--- src/rtl/lcd_timing_gen.sv ---
module lcd_timing_gen #(
  parameter int CW = 8,
  parameter int LW = 11
) (
  input  logic        clk,
  input  logic        rst_n,
  input  logic        dot_en,
  input  logic        run_req,
  input  logic        cfg_we,
  input  logic [2:0]  cfg_addr,
  input  logic [31:0] cfg_wdata,
  output logic        hsync_o,
  output logic        vsync_o,
  output logic        de_o,
  output logic        edge_pol_o,
  output logic        wr_pol_o,
  output logic        frame_start_o,
  output logic        vsync_end_o,
  output logic [1:0]  pwr_st_o
);

  localparam logic [1:0] PS_OFF = 2'd0, PS_DRAIN = 2'd1, PS_RUN = 2'd3;
  localparam logic [2:0] A_HTOT = 3'd0, A_HSYN = 3'd1, A_VTOT = 3'd2,
                         A_VSYN = 3'd3, A_MODE = 3'd4;
  localparam logic [CW:0]   H1 = 1;
  localparam logic [LW:0]   V1 = 1;
  localparam logic [CW-1:0] C1 = 1;
  localparam logic [LW-1:0] L1 = 1;

  typedef struct packed {
    logic [CW-1:0] htot, hdsp, hsp, hsw;
    logic [LW-1:0] vtot, vdsp, vsp, vsw;
    logic [4:0]    mode;
  } cfg_t;

  cfg_t sh, nx, act;
  logic [1:0]    pwr;
  logic [2:0]    sub;
  logic [CW-1:0] hc;
  logic [LW-1:0] ln, ln_nx;
  logic          fs_q, ve_q;
  logic          unused_wdata;

  assign unused_wdata = ^cfg_wdata;

  always_comb begin
    nx = sh;
    if (cfg_we) begin
      case (cfg_addr)
        A_HTOT: begin nx.htot = cfg_wdata[CW-1:0]; nx.hdsp = cfg_wdata[16 +: CW]; end
        A_HSYN: begin nx.hsp  = cfg_wdata[CW-1:0]; nx.hsw  = cfg_wdata[16 +: CW]; end
        A_VTOT: begin nx.vtot = cfg_wdata[LW-1:0]; nx.vdsp = cfg_wdata[16 +: LW]; end
        A_VSYN: begin nx.vsp  = cfg_wdata[LW-1:0]; nx.vsw  = cfg_wdata[16 +: LW]; end
        A_MODE: nx.mode = cfg_wdata[28:24];
        default: ;
      endcase
    end
  end

  wire run      = pwr != PS_OFF;
  wire step     = run && dot_en;
  wire h_last   = ({1'b0, hc} + H1) >= {1'b0, act.htot};
  wire v_last   = ({1'b0, ln} + V1) >= {1'b0, act.vtot};
  wire last_dot = (sub == 3'd7) && h_last;
  wire wrap     = step && last_dot && v_last;
  wire halt     = (pwr == PS_DRAIN) && !run_req;
  wire load     = !run || wrap;
  wire [LW:0] vend = {1'b0, act.vsp} + {1'b0, act.vsw} - V1;

  assign ln_nx = v_last ? '0 : ln + L1;

  always_ff @(posedge clk) begin
    if (!rst_n) begin
      sh   <= '0;
      act  <= '0;
      pwr  <= PS_OFF;
      sub  <= '0;
      hc   <= '0;
      ln   <= '0;
      fs_q <= 1'b0;
      ve_q <= 1'b0;
    end else begin
      sh   <= nx;
      if (load) act <= nx;
      fs_q <= wrap && !halt;
      ve_q <= step && last_dot && (act.vsw != '0) && ({1'b0, ln_nx} == vend);
      if (step) begin
        sub <= sub + 3'd1;
        if (sub == 3'd7) begin
          if (h_last) begin
            hc <= '0;
            ln <= ln_nx;
          end else begin
            hc <= hc + C1;
          end
        end
      end
      case (pwr)
        PS_OFF:   if (run_req) pwr <= PS_RUN;
        PS_RUN:   if (!run_req) pwr <= PS_DRAIN;
        PS_DRAIN: if (run_req) pwr <= PS_RUN;
                  else if (wrap) pwr <= PS_OFF;
        default:  pwr <= PS_OFF;
      endcase
    end
  end

  wire hs_act = run && ({1'b0, hc} >= {1'b0, act.hsp}) &&
                ({1'b0, hc} < ({1'b0, act.hsp} + {1'b0, act.hsw}));
  wire vs_act = run && ({1'b0, ln} >= {1'b0, act.vsp}) &&
                ({1'b0, ln} < ({1'b0, act.vsp} + {1'b0, act.vsw}));
  wire de_act = run && (hc < act.hdsp) && (ln < act.vdsp);

  assign hsync_o       = hs_act ^ act.mode[3];
  assign vsync_o       = vs_act ^ act.mode[4];
  assign de_o          = de_act ^ act.mode[1];
  assign wr_pol_o      = act.mode[2];
  assign edge_pol_o    = act.mode[0];
  assign frame_start_o = fs_q;
  assign vsync_end_o   = ve_q;
  assign pwr_st_o      = pwr;

  a_r7_fs_single: assert property (@(posedge clk) disable iff (!rst_n)
    frame_start_o |=> !frame_start_o);
  a_r9_hold: assert property (@(posedge clk) disable iff (!rst_n)
    !dot_en |=> $stable({ln, hc, sub}));
  a_r10_start: assert property (@(posedge clk) disable iff (!rst_n)
    (pwr_st_o == PS_OFF && run_req) |=> (pwr_st_o == PS_RUN));
  a_r11_run_exit: assert property (@(posedge clk) disable iff (!rst_n)
    (pwr_st_o == PS_RUN) |=> (pwr_st_o == PS_RUN || pwr_st_o == PS_DRAIN));
  a_r11_no_code2: assert property (@(posedge clk) disable iff (!rst_n)
    pwr_st_o != 2'd2);
  a_r11_idle_origin: assert property (@(posedge clk) disable iff (!rst_n)
    (pwr_st_o == PS_OFF) |-> ({ln, hc, sub} == '0 && !frame_start_o));

endmodule

--- config.mk ---
export PLATFORM = sky130hd
export DESIGN_NAME = lcd_timing_gen
export DESIGN_NICKNAME = d
export VERILOG_FILES = /design/src/rtl/lcd_timing_gen.sv
export SDC_FILE = /design/constraint.sdc
export NUM_CORES = 1
export LEC_CHECK = 0
export ABC_AREA = 1
export BUFFER_PORTS_ARGS = -buffer_cell sky130_fd_sc_hd__buf_2
export CORE_UTILIZATION = 50
export DETAILED_ROUTE_END_ITERATION = 16
export MAX_ROUTING_LAYER = met4
export PLACE_DENSITY = 0.74
export RECOVER_POWER = 50
export SKIP_CTS_REPAIR_TIMING = 1
export SYNTH_ARGS = -nofsm -noshare
export SYNTH_HDL_FRONTEND = slang
export SYNTH_SLANG_ARGS = --single-unit
--- constraint.sdc ---
create_clock -name clk -period 4.8 [get_ports clk]
set_input_delay 0.48 -clock clk [delete_from_list [all_inputs] [get_ports clk]]
set_output_delay 0.48 -clock clk [all_outputs]
set_load 0.02 [all_outputs]
# Yosys cells after proc, flatten, opt, wreduce, memory -nomap -nowiden
# Cells that the tools add are included.
[op_classes]
muxes = 13
n_eq_ne = 11
addsub = 8
reduce_logical = 25
magnitude_cmp = 8
n_bitwise = 3
[ops]
columns = ["operator", "n"]
rows = [
  ["2-to-1 mux 81 bit", 1],
  ["2-to-1 mux 22 bit", 2],
  ["2-to-1 mux 16 bit", 2],
  ["logical AND 1 bit", 14],
  ["adder 11 x 1 -> 12 bit (second input constant)", 1],
  ["adder 11 x 11 -> 12 bit", 1],
  ["== test 11 x 12 -> 1 bit", 1],
  [">= comparator 12 x 11 -> 1 bit", 1],
  ["< comparator 11 x 12 -> 1 bit", 1],
  ["subtractor 12 x 1 -> 12 bit (second input constant)", 1],
  ["adder 11 x 1 -> 11 bit (second input constant)", 1],
  [">= comparator 11 bit", 1],
  ["< comparator 11 bit", 1],
  ["2-to-1 mux 11 bit", 1],
  ["nonzero test 11 bit", 1],
  ["adder 8 x 1 -> 9 bit (second input constant)", 1],
  ["adder 8 x 8 -> 9 bit", 1],
  [">= comparator 9 x 8 -> 1 bit", 1],
  ["< comparator 8 x 9 -> 1 bit", 1],
  ["adder 8 x 1 -> 8 bit (second input constant)", 1],
  [">= comparator 8 bit", 1],
  ["< comparator 8 bit", 1],
  ["2-to-1 mux 2 bit", 4],
  ["2-to-1 mux 8 bit", 1],
  ["18 further kinds", 26],
]
[totals]
in_bits = 40
word_cells = 92
register_bits = 188
output_inout_bits = 9

# Depth between registers and ports, before layout
# Gate-level depths: netlist (run 1).
[logic_depth]
word_depth = 8
depth_mapped = 24
ltp_nobuf = 24

# Least setup slack after synthesis (run 1)
# Ideal clock, no wire load.
[synth_path]
kind = "reg-to-output"
from = "reg act[51] (netlist bit)"
to = "out hsync_o"
required_ns = 4.320
stages_incl_launch_ff = 15
setup_slack_ns = 1.781
arrival_ns = 2.539
path_buffers = 0
cell_sequence = "dfxtp_1 -> ha_1 -> a21oi_1 -> nand2_1 -> a21o_1 -> a21oi_1 -> o21ai_0 -> a21oi_1 -> xor2_1 -> ha_1 -> nand3_1 -> o21ai_0 -> nor2_1 -> nand4_1 -> xnor2_1"
[synth_between]
elab_chain_cells = 4
[synth_lines]
columns = ["element", "line", "source"]
rows = [
  ["start, declared", "36", "cfg_t sh, nx, act;"],
  ["start signal, assigned", "84", "if (load) act <= nx;"],
  ["adder 8 x 8 -> 9 bit", "109", "({1'b0, hc} < ({1'b0, act.hsp} + {1'b0, act.hsw}));"],
  ["< comparator 8 x 9 -> 1 bit", "109", ""],
  ["logical AND 1 bit", "108", "wire hs_act = run && ({1'b0, hc} >= {1'b0, act.hsp}) &&"],
  ["XOR 1 bit", "114", "assign hsync_o = hs_act ^ act.mode[3];"],
  ["end, declared", "12", "output logic hsync_o,"],
]
# Every way passes these cells.

# Worst setup path in the final report (run 1)
[layout_path]
from = "reg act[59] (netlist bit)"
to = "out hsync_o"
[layout_between]
elab_chain_cells = 4
elab_cells_between_ends = 6
classes_between = "add/sub (1); order compare (2); bitwise (1); reduce/logical (2)"
[layout_lines]
columns = ["element", "line"]
rows = [
  ["adder 8 x 8 -> 9 bit / >= comparator 8 bit (equally long branches)", "109, 108"],
  ["< comparator 8 x 9 -> 1 bit / logical AND 1 bit (equally long branches)", "109, 108"],
  ["logical AND 1 bit *", "108"],
  ["XOR 1 bit *", "114"],
]
# Every way passes the cells marked *; elsewhere a longest branch is shown, timed or not.

==> results of run 1 <==
Yosys cell counts (3+ instances only):
cell type,n
inv_1,307
nor2_1,305
nand2_1,280
dfxtp_1,188
o21ai_0,182
ha_1,96
a21oi_1,59
nand3_1,50
clkbuf_1,35
nand4_1,16
nand2_2,13
xor2_1,12
o21ai_1,11
buf_4,9
nand3_2,9
xnor2_1,9
buf_2,7
inv_2,7
nor2_2,7
nor3_1,7
nand3b_1,5
nor2_4,5
o2111ai_1,4
a211oi_1,3
a31oi_1,3
nand2_4,3
o211ai_1,3
report_power, final:
group	internal [mW]	switching, mW
clock	0.751	0.677
combinational	0.291	0.561
sequential	1.65	0.0587
cells by family after synthesis:
logic type / Yosys count / share of synthesized area, %
compound gates: 274 / 13.0
fa+ha+maj: 98 / 11.3
simple gates: 703 / 26.8
flops: 188 / 34.2
xor+xnor: 22 / 1.82
buf+inv: 367 / 12.9
metrics by stage:
stage          power (mW)  cells  util [%]  hold WS (ps)  setup slack (ps)
6_report             3.99   1954      56.2           258               849
2_1_floorplan        2.38   1652         -           429              1780
3_5_place_dp         2.59   1923      53.5           457               902
3_3_place_gp         2.57   1923      53.5           448               941
5_1_grt              4.22   1954      56.2           262               447
4_1_cts              4.02   1954      56.3           247               806
path summary, 6_finish.rpt:
path                 from     endpoint  cells after the start
hold reg to reg    sub[0]       sub[0]                      1
hold / removal    run_req  pwr_st_o[1]                      3
setup reg to reg    ln[1]      act[54]                     21
setup / recovery  act[59]      hsync_o                     15
final cells by class:
cell class / instances / area [sq um] / area share [%]
multi-input cells: 1097 / 5830 / 48.7
flip-flops and latches: 188 / 3760 / 31.4
repair buffers: 48 / 256 / 2.14
inverters: 315 / 1180 / 9.90
clock buffers: 18 / 439 / 3.67
well taps: 275 / 344 / 2.87
clock inverters: 13 / 155 / 1.30
sequential cells by signal, summed over array words and instances (netlist names):
register,cells
vsync_end_o,1
act,79
edge_pol_o,1
frame_start_o,1
sh,81
ln,11
hc,8
pwr_st_o,2
sub,3
wr_pol_o,1
routing by layer:
layer	global-route usage, %	wire length [um]	vias to the layer above
met3	4.06	1110	60
met5	-	0	-
met2	43.6	12300	189
met4	11.7	1040	0
met1	31.3	12300	4383
li1	-	-	5172
placed cells by master, fill, tap and decap left out, types with 12 or more instances in the layout:
master,n
a21oi_1,59
buf_2,33
clkbuf_16,17
dfxtp_1,188
ha_1,96
inv_1,308
nand2_1,280
nand2_2,13
nand3_1,50
nand4_1,16
nor2_1,305
o21ai_0,182
xor2_1,12
critical path, stage by stage (launching register included):
cell     delay (ps)
dfxtp_1         330
ha_1            340
a21oi_1         160
nand2_1         100
a21o_1          180
a21oi_1         210
o21ai_0         130
a21oi_1         180
xor2_1          170
ha_1            240
nand3_1         120
o21ai_0          90
nor2_1          120
nand4_1         120
xnor2_1         310
buf_2           240
==> impl_metrics.csv, run 1 <==
group,metric,value,unit
run_status,status,"complete, but fails checks",
run_status,violations,"capacitance limit, slew limit",
critical_path,cp_max_fo,4,
global_route,grt-ovfl-total,0,
logic_synthesis,yosysSeqAreaShare,34.2,%
logic_synthesis,async_reset_ff_share,0,%
cts,clockRootBuffer,"clkbuf_16",
sta,finClkSkew,9.47,ps
logic_synthesis,syn_avg_cell_area,6.67,sq um
cts,cts_buffer_depth,2,
finish,final.fill_count,2057,
logic_synthesis,synth_edf_count,0,
power_and_ir_drop,p_leak,6.56,nW
finish,area_growth,8.69,%
place,gp_congestion,0.912,
sta,setup_tns,0,ps
drt,vias,9804,
place,dp_hpwl,19200,um
floorplanning,rows,53,
cts,tritoncts,"built",
sta,fin_crit_sh,82.3,%
sta,period_needed,3950,ps
finish,diodes,0,
logic_synthesis,yosysTopAreaCell,"dfxtp_1",
power_and_ir_drop,peakVddDrop,0.000251,V
floorplanning,die_h,150,um
critical_path,reg2reg_slack,860,ps
logic_synthesis,yosys.area.top_type_share,34.2,%
cts,cts_buffers,17,
sta,fmax,0.253,GHz
worst_hold_path,hold_class,"input port to flop",
global_route,grt_pass1_vias,9291,
drt,wl_per_cell,13.7,um
sta,worst_pin_slew,4220,ps
critical_path,critPathCaptureType,"primary output",
sta,drv_slew,188,
drt,drtIter0Drc,610,
finish,nets,1805,
drt,wl,26800,um
place,dpl-instance-area,11400,sq um
logic_synthesis,syn_area,11000,sq um
logic_synthesis,synth_cells,1652,
power_and_ir_drop,power_density,333,nW/um^2
global_route,antenna_found_initial,0,
floorplanning,pin_count,49,
floorplanning,coreArea,21300,sq um
floorplanning,chipWidth,150,um
logic_synthesis,synth-seq-cells,188,
global_route,grt_max_degree,98,
sta,rsz0062_at_grt,"no",
logic_synthesis,ys_types,40,
logic_synthesis,yosysWarnings,0,
global_route,grt_pass1_wl,45000,um
cts,clk_latency,440,ps
critical_path,setup.worst_path.class,"flop to primary output",
sta,final-hold-violation-count,0,
floorplanning,initial_core_util,51.7,%
job,cap_violations,2,
drt,viasPerCell,5.02,
critical_path,start_kind,"flop",
cts,path_clk_slew,80,ps
finish,fin_area,12000,sq um
logic_synthesis,ys.flop_type,"dfxtp_1",
critical_path,critPathArrivalTime,3470,ps
global_route,grtUsageTotal,26.2,%
finish,layout-drive-gt1-share,7.03,%
critical_path,cp.required,4320,ps
drt,drtAntennaViolNets,0,
cts,cts_htree_levels,4,
floorplanning,dieArea,22600,sq um
place,port_buffers,40,
sta,finalSetupViolCount,0,
sta,relSlewSlack,-181,%
cts,clkSinkCount,188,
logic_synthesis,synth_area_leaders,"dfxtp_1, ha_1, inv_1",
drt,drc,0,
logic_synthesis,synth_nets,1790,
drt,firstDrtPassIters,5,
Power figures use the tool's default switching activity.
==> run 2: changes to the inputs <==
--- a/config.mk
+++ b/config.mk
@@ -10,7 +10,7 @@
 export CORE_UTILIZATION = 50
 export DETAILED_ROUTE_END_ITERATION = 16
 export MAX_ROUTING_LAYER = met4
-export PLACE_DENSITY = 0.74
+export PLACE_DENSITY = 0.76
 export RECOVER_POWER = 50
 export SKIP_CTS_REPAIR_TIMING = 1
 export SYNTH_ARGS = -nofsm -noshare
==> constraint.sdc (replaced) <==
create_clock -name clk -period 3.4 [get_ports clk]
set_input_delay 0.34 -clock clk [delete_from_list [all_inputs] [get_ports clk]]
set_output_delay 0.34 -clock clk [all_outputs]
set_load 0.02 [all_outputs]
==> impl_metrics.csv, run 2 (synthesized netlist as in run 1, its figures left out) <==
group,metric,value,unit
sta,worst_pin_slew,1740,ps
drt,viasPerCell,5.08,
cts,tritoncts,"built",
critical_path,critPathCaptureType,"primary output",
power_and_ir_drop,p_leak,6.74,nW
place,gp_congestion,0.927,
critical_path,setup.worst_path.class,"flop to primary output",
sta,fmax,0.284,GHz
drt,met1_length,12200,um
sta,setup_ws,-120,ps
critical_path,cp.required,3060,ps
floorplanning,rows,53,
sta,setup_tns,-154,ps
cts,clockRootBuffer,"clkbuf_16",
cts,cts_buffer_depth,2,
critical_path,cp_max_fo,3,
power_and_ir_drop,power_density,469,nW/um^2
sta,finalSetupViolCount,2,
global_route,antenna_found_initial,0,
cts,cts_buffers,17,
drt,drtIter0Drc,559,
drt,vias,10066,
floorplanning,coreArea,21300,sq um
power_and_ir_drop,peakVddDrop,0.000357,V
finish,largest_register_ffs,81,
global_route,grt-ovfl-total,0,
sta,rsz0062_at_grt,"yes",
run_status,status,"complete, but fails checks",
cts,path_clk_slew,80,ps
global_route,grt_max_degree,98,
finish,layout-drive-gt1-share,10.3,%
place,dp_hpwl,19800,um
floorplanning,dieArea,22600,sq um
global_route,grt_pass1_wl,46200,um
drt,drtAntennaViolNets,0,
floorplanning,chipWidth,150,um
finish,reg_top3,"sh (81), act (79), ln (11)",
critical_path,critPathArrivalTime,3180,ps
drt,wl,28100,um
drt,drc,0,
sta,fin_crit_sh,104,%
finish,layout_common_cells,"inv_1, nor2_1, nand2_1",
drt,route.met2.wl,13800,um
drt,firstDrtPassIters,7,
drt,wl_per_cell,14.2,um
global_route,grtUsageTotal,27.0,%
finish,diodes,0,
sta,drv_slew,98,
job,cap_violations,1,
worst_hold_path,hold_class,"input port to flop",
place,port_buffers,40,
sta,relSlewSlack,-16.1,%
run_status,violations,"capacitance limit, slew limit, setup timing",
finish,final_common_cell,"inv_1",
sta,period_needed,3520,ps
sta,hold-worst-slack,114,ps
drt,dr_wl_met3,1140,um
floorplanning,pin_count,49,
finish,largest-register,"sh",
drt,top_layer,"met4",
cts,clk_latency,440,ps
global_route,grt_pass1_vias,9484,
critical_path,start_kind,"flop",
floorplanning,initial_core_util,51.7,%
cts,cts_htree_levels,4,
cts,clkSinkCount,188,
finish,area_growth,12.5,%
sta,final-hold-violation-count,0,
sta,finClkSkew,10.5,ps
finish,nets,1832,
floorplanning,die_h,150,um
-- run 2: layer usage --
metal / GRT usage (%) / vias up
met5: - / -
met4: 9.49 / 0
met3: 4.52 / 71
met2: 47.0 / 211
met1: 31.1 / 4540
li1: - / 5244
-- run 2: path summary, 6_finish.rpt --
| kind | startpoint | endpoint | slack, ps | depth (start not counted) |
|---|---|---|---|---|
| worst max-delay path | act[50] | hsync_o | -120 | 15 |
| worst min-delay path | run_req | pwr_st_o[1] | 110 | 3 |
| worst max register to register | hc[0] | act[50] | 110 | 23 |
| worst min register to register | sub[0] | sub[0] | 470 | 1 |
-- run 2: through the flow --
| stage | util [%] | total power [mW] | instances | cell area, sq um | setup slack (ps) |
|---|---|---|---|---|---|
| 2_1_floorplan | - | 3.36 | 1652 | 11000 | 521 |
| 3_3_place_gp | 54.5 | 3.66 | 1946 | 11600 | 162 |
| 3_5_place_dp | 54.5 | 3.69 | 1946 | 11600 | 140 |
| 4_1_cts | 57.4 | 5.78 | 1978 | 12200 | -356 |
| 5_1_grt | 58.2 | 6.13 | 1982 | 12400 | -303 |
| 6_report | 58.2 | 5.81 | 1982 | 12400 | -120 |
-- run 2: worst max-delay path: stages (launching register included) --
cell and delay, ps:
dfxtp_4 370, ha_2 260, nand3_1 90, nand2_1 80, a21o_1 180, a21oi_2 160, o21ai_1 80, a21oi_1 170
xor2_1 170, ha_1 260, nand3_2 110, nor3_2 50, nor2_1 120, nand4_1 210, xnor2_2 270, buf_4 170
-- run 2: final cells by class --
type	count	area (sq um)
fillers	2014	8900
multi-input cells	1097	5930
flip-flops and latches	188	3780
inverters	315	1190
repair buffers	75	517
clock buffers	18	439
well taps	275	344
clock inverters	14	181
-- run 2: power breakdown --
group / total (mW) / internal (mW) / switching [mW]
sequential: 2.41 / 2.33 / 0.0798
combinational: 1.30 / 0.461 / 0.835
clock: 2.10 / 1.13 / 0.964
total: 5.81 / 3.93 / 1.88
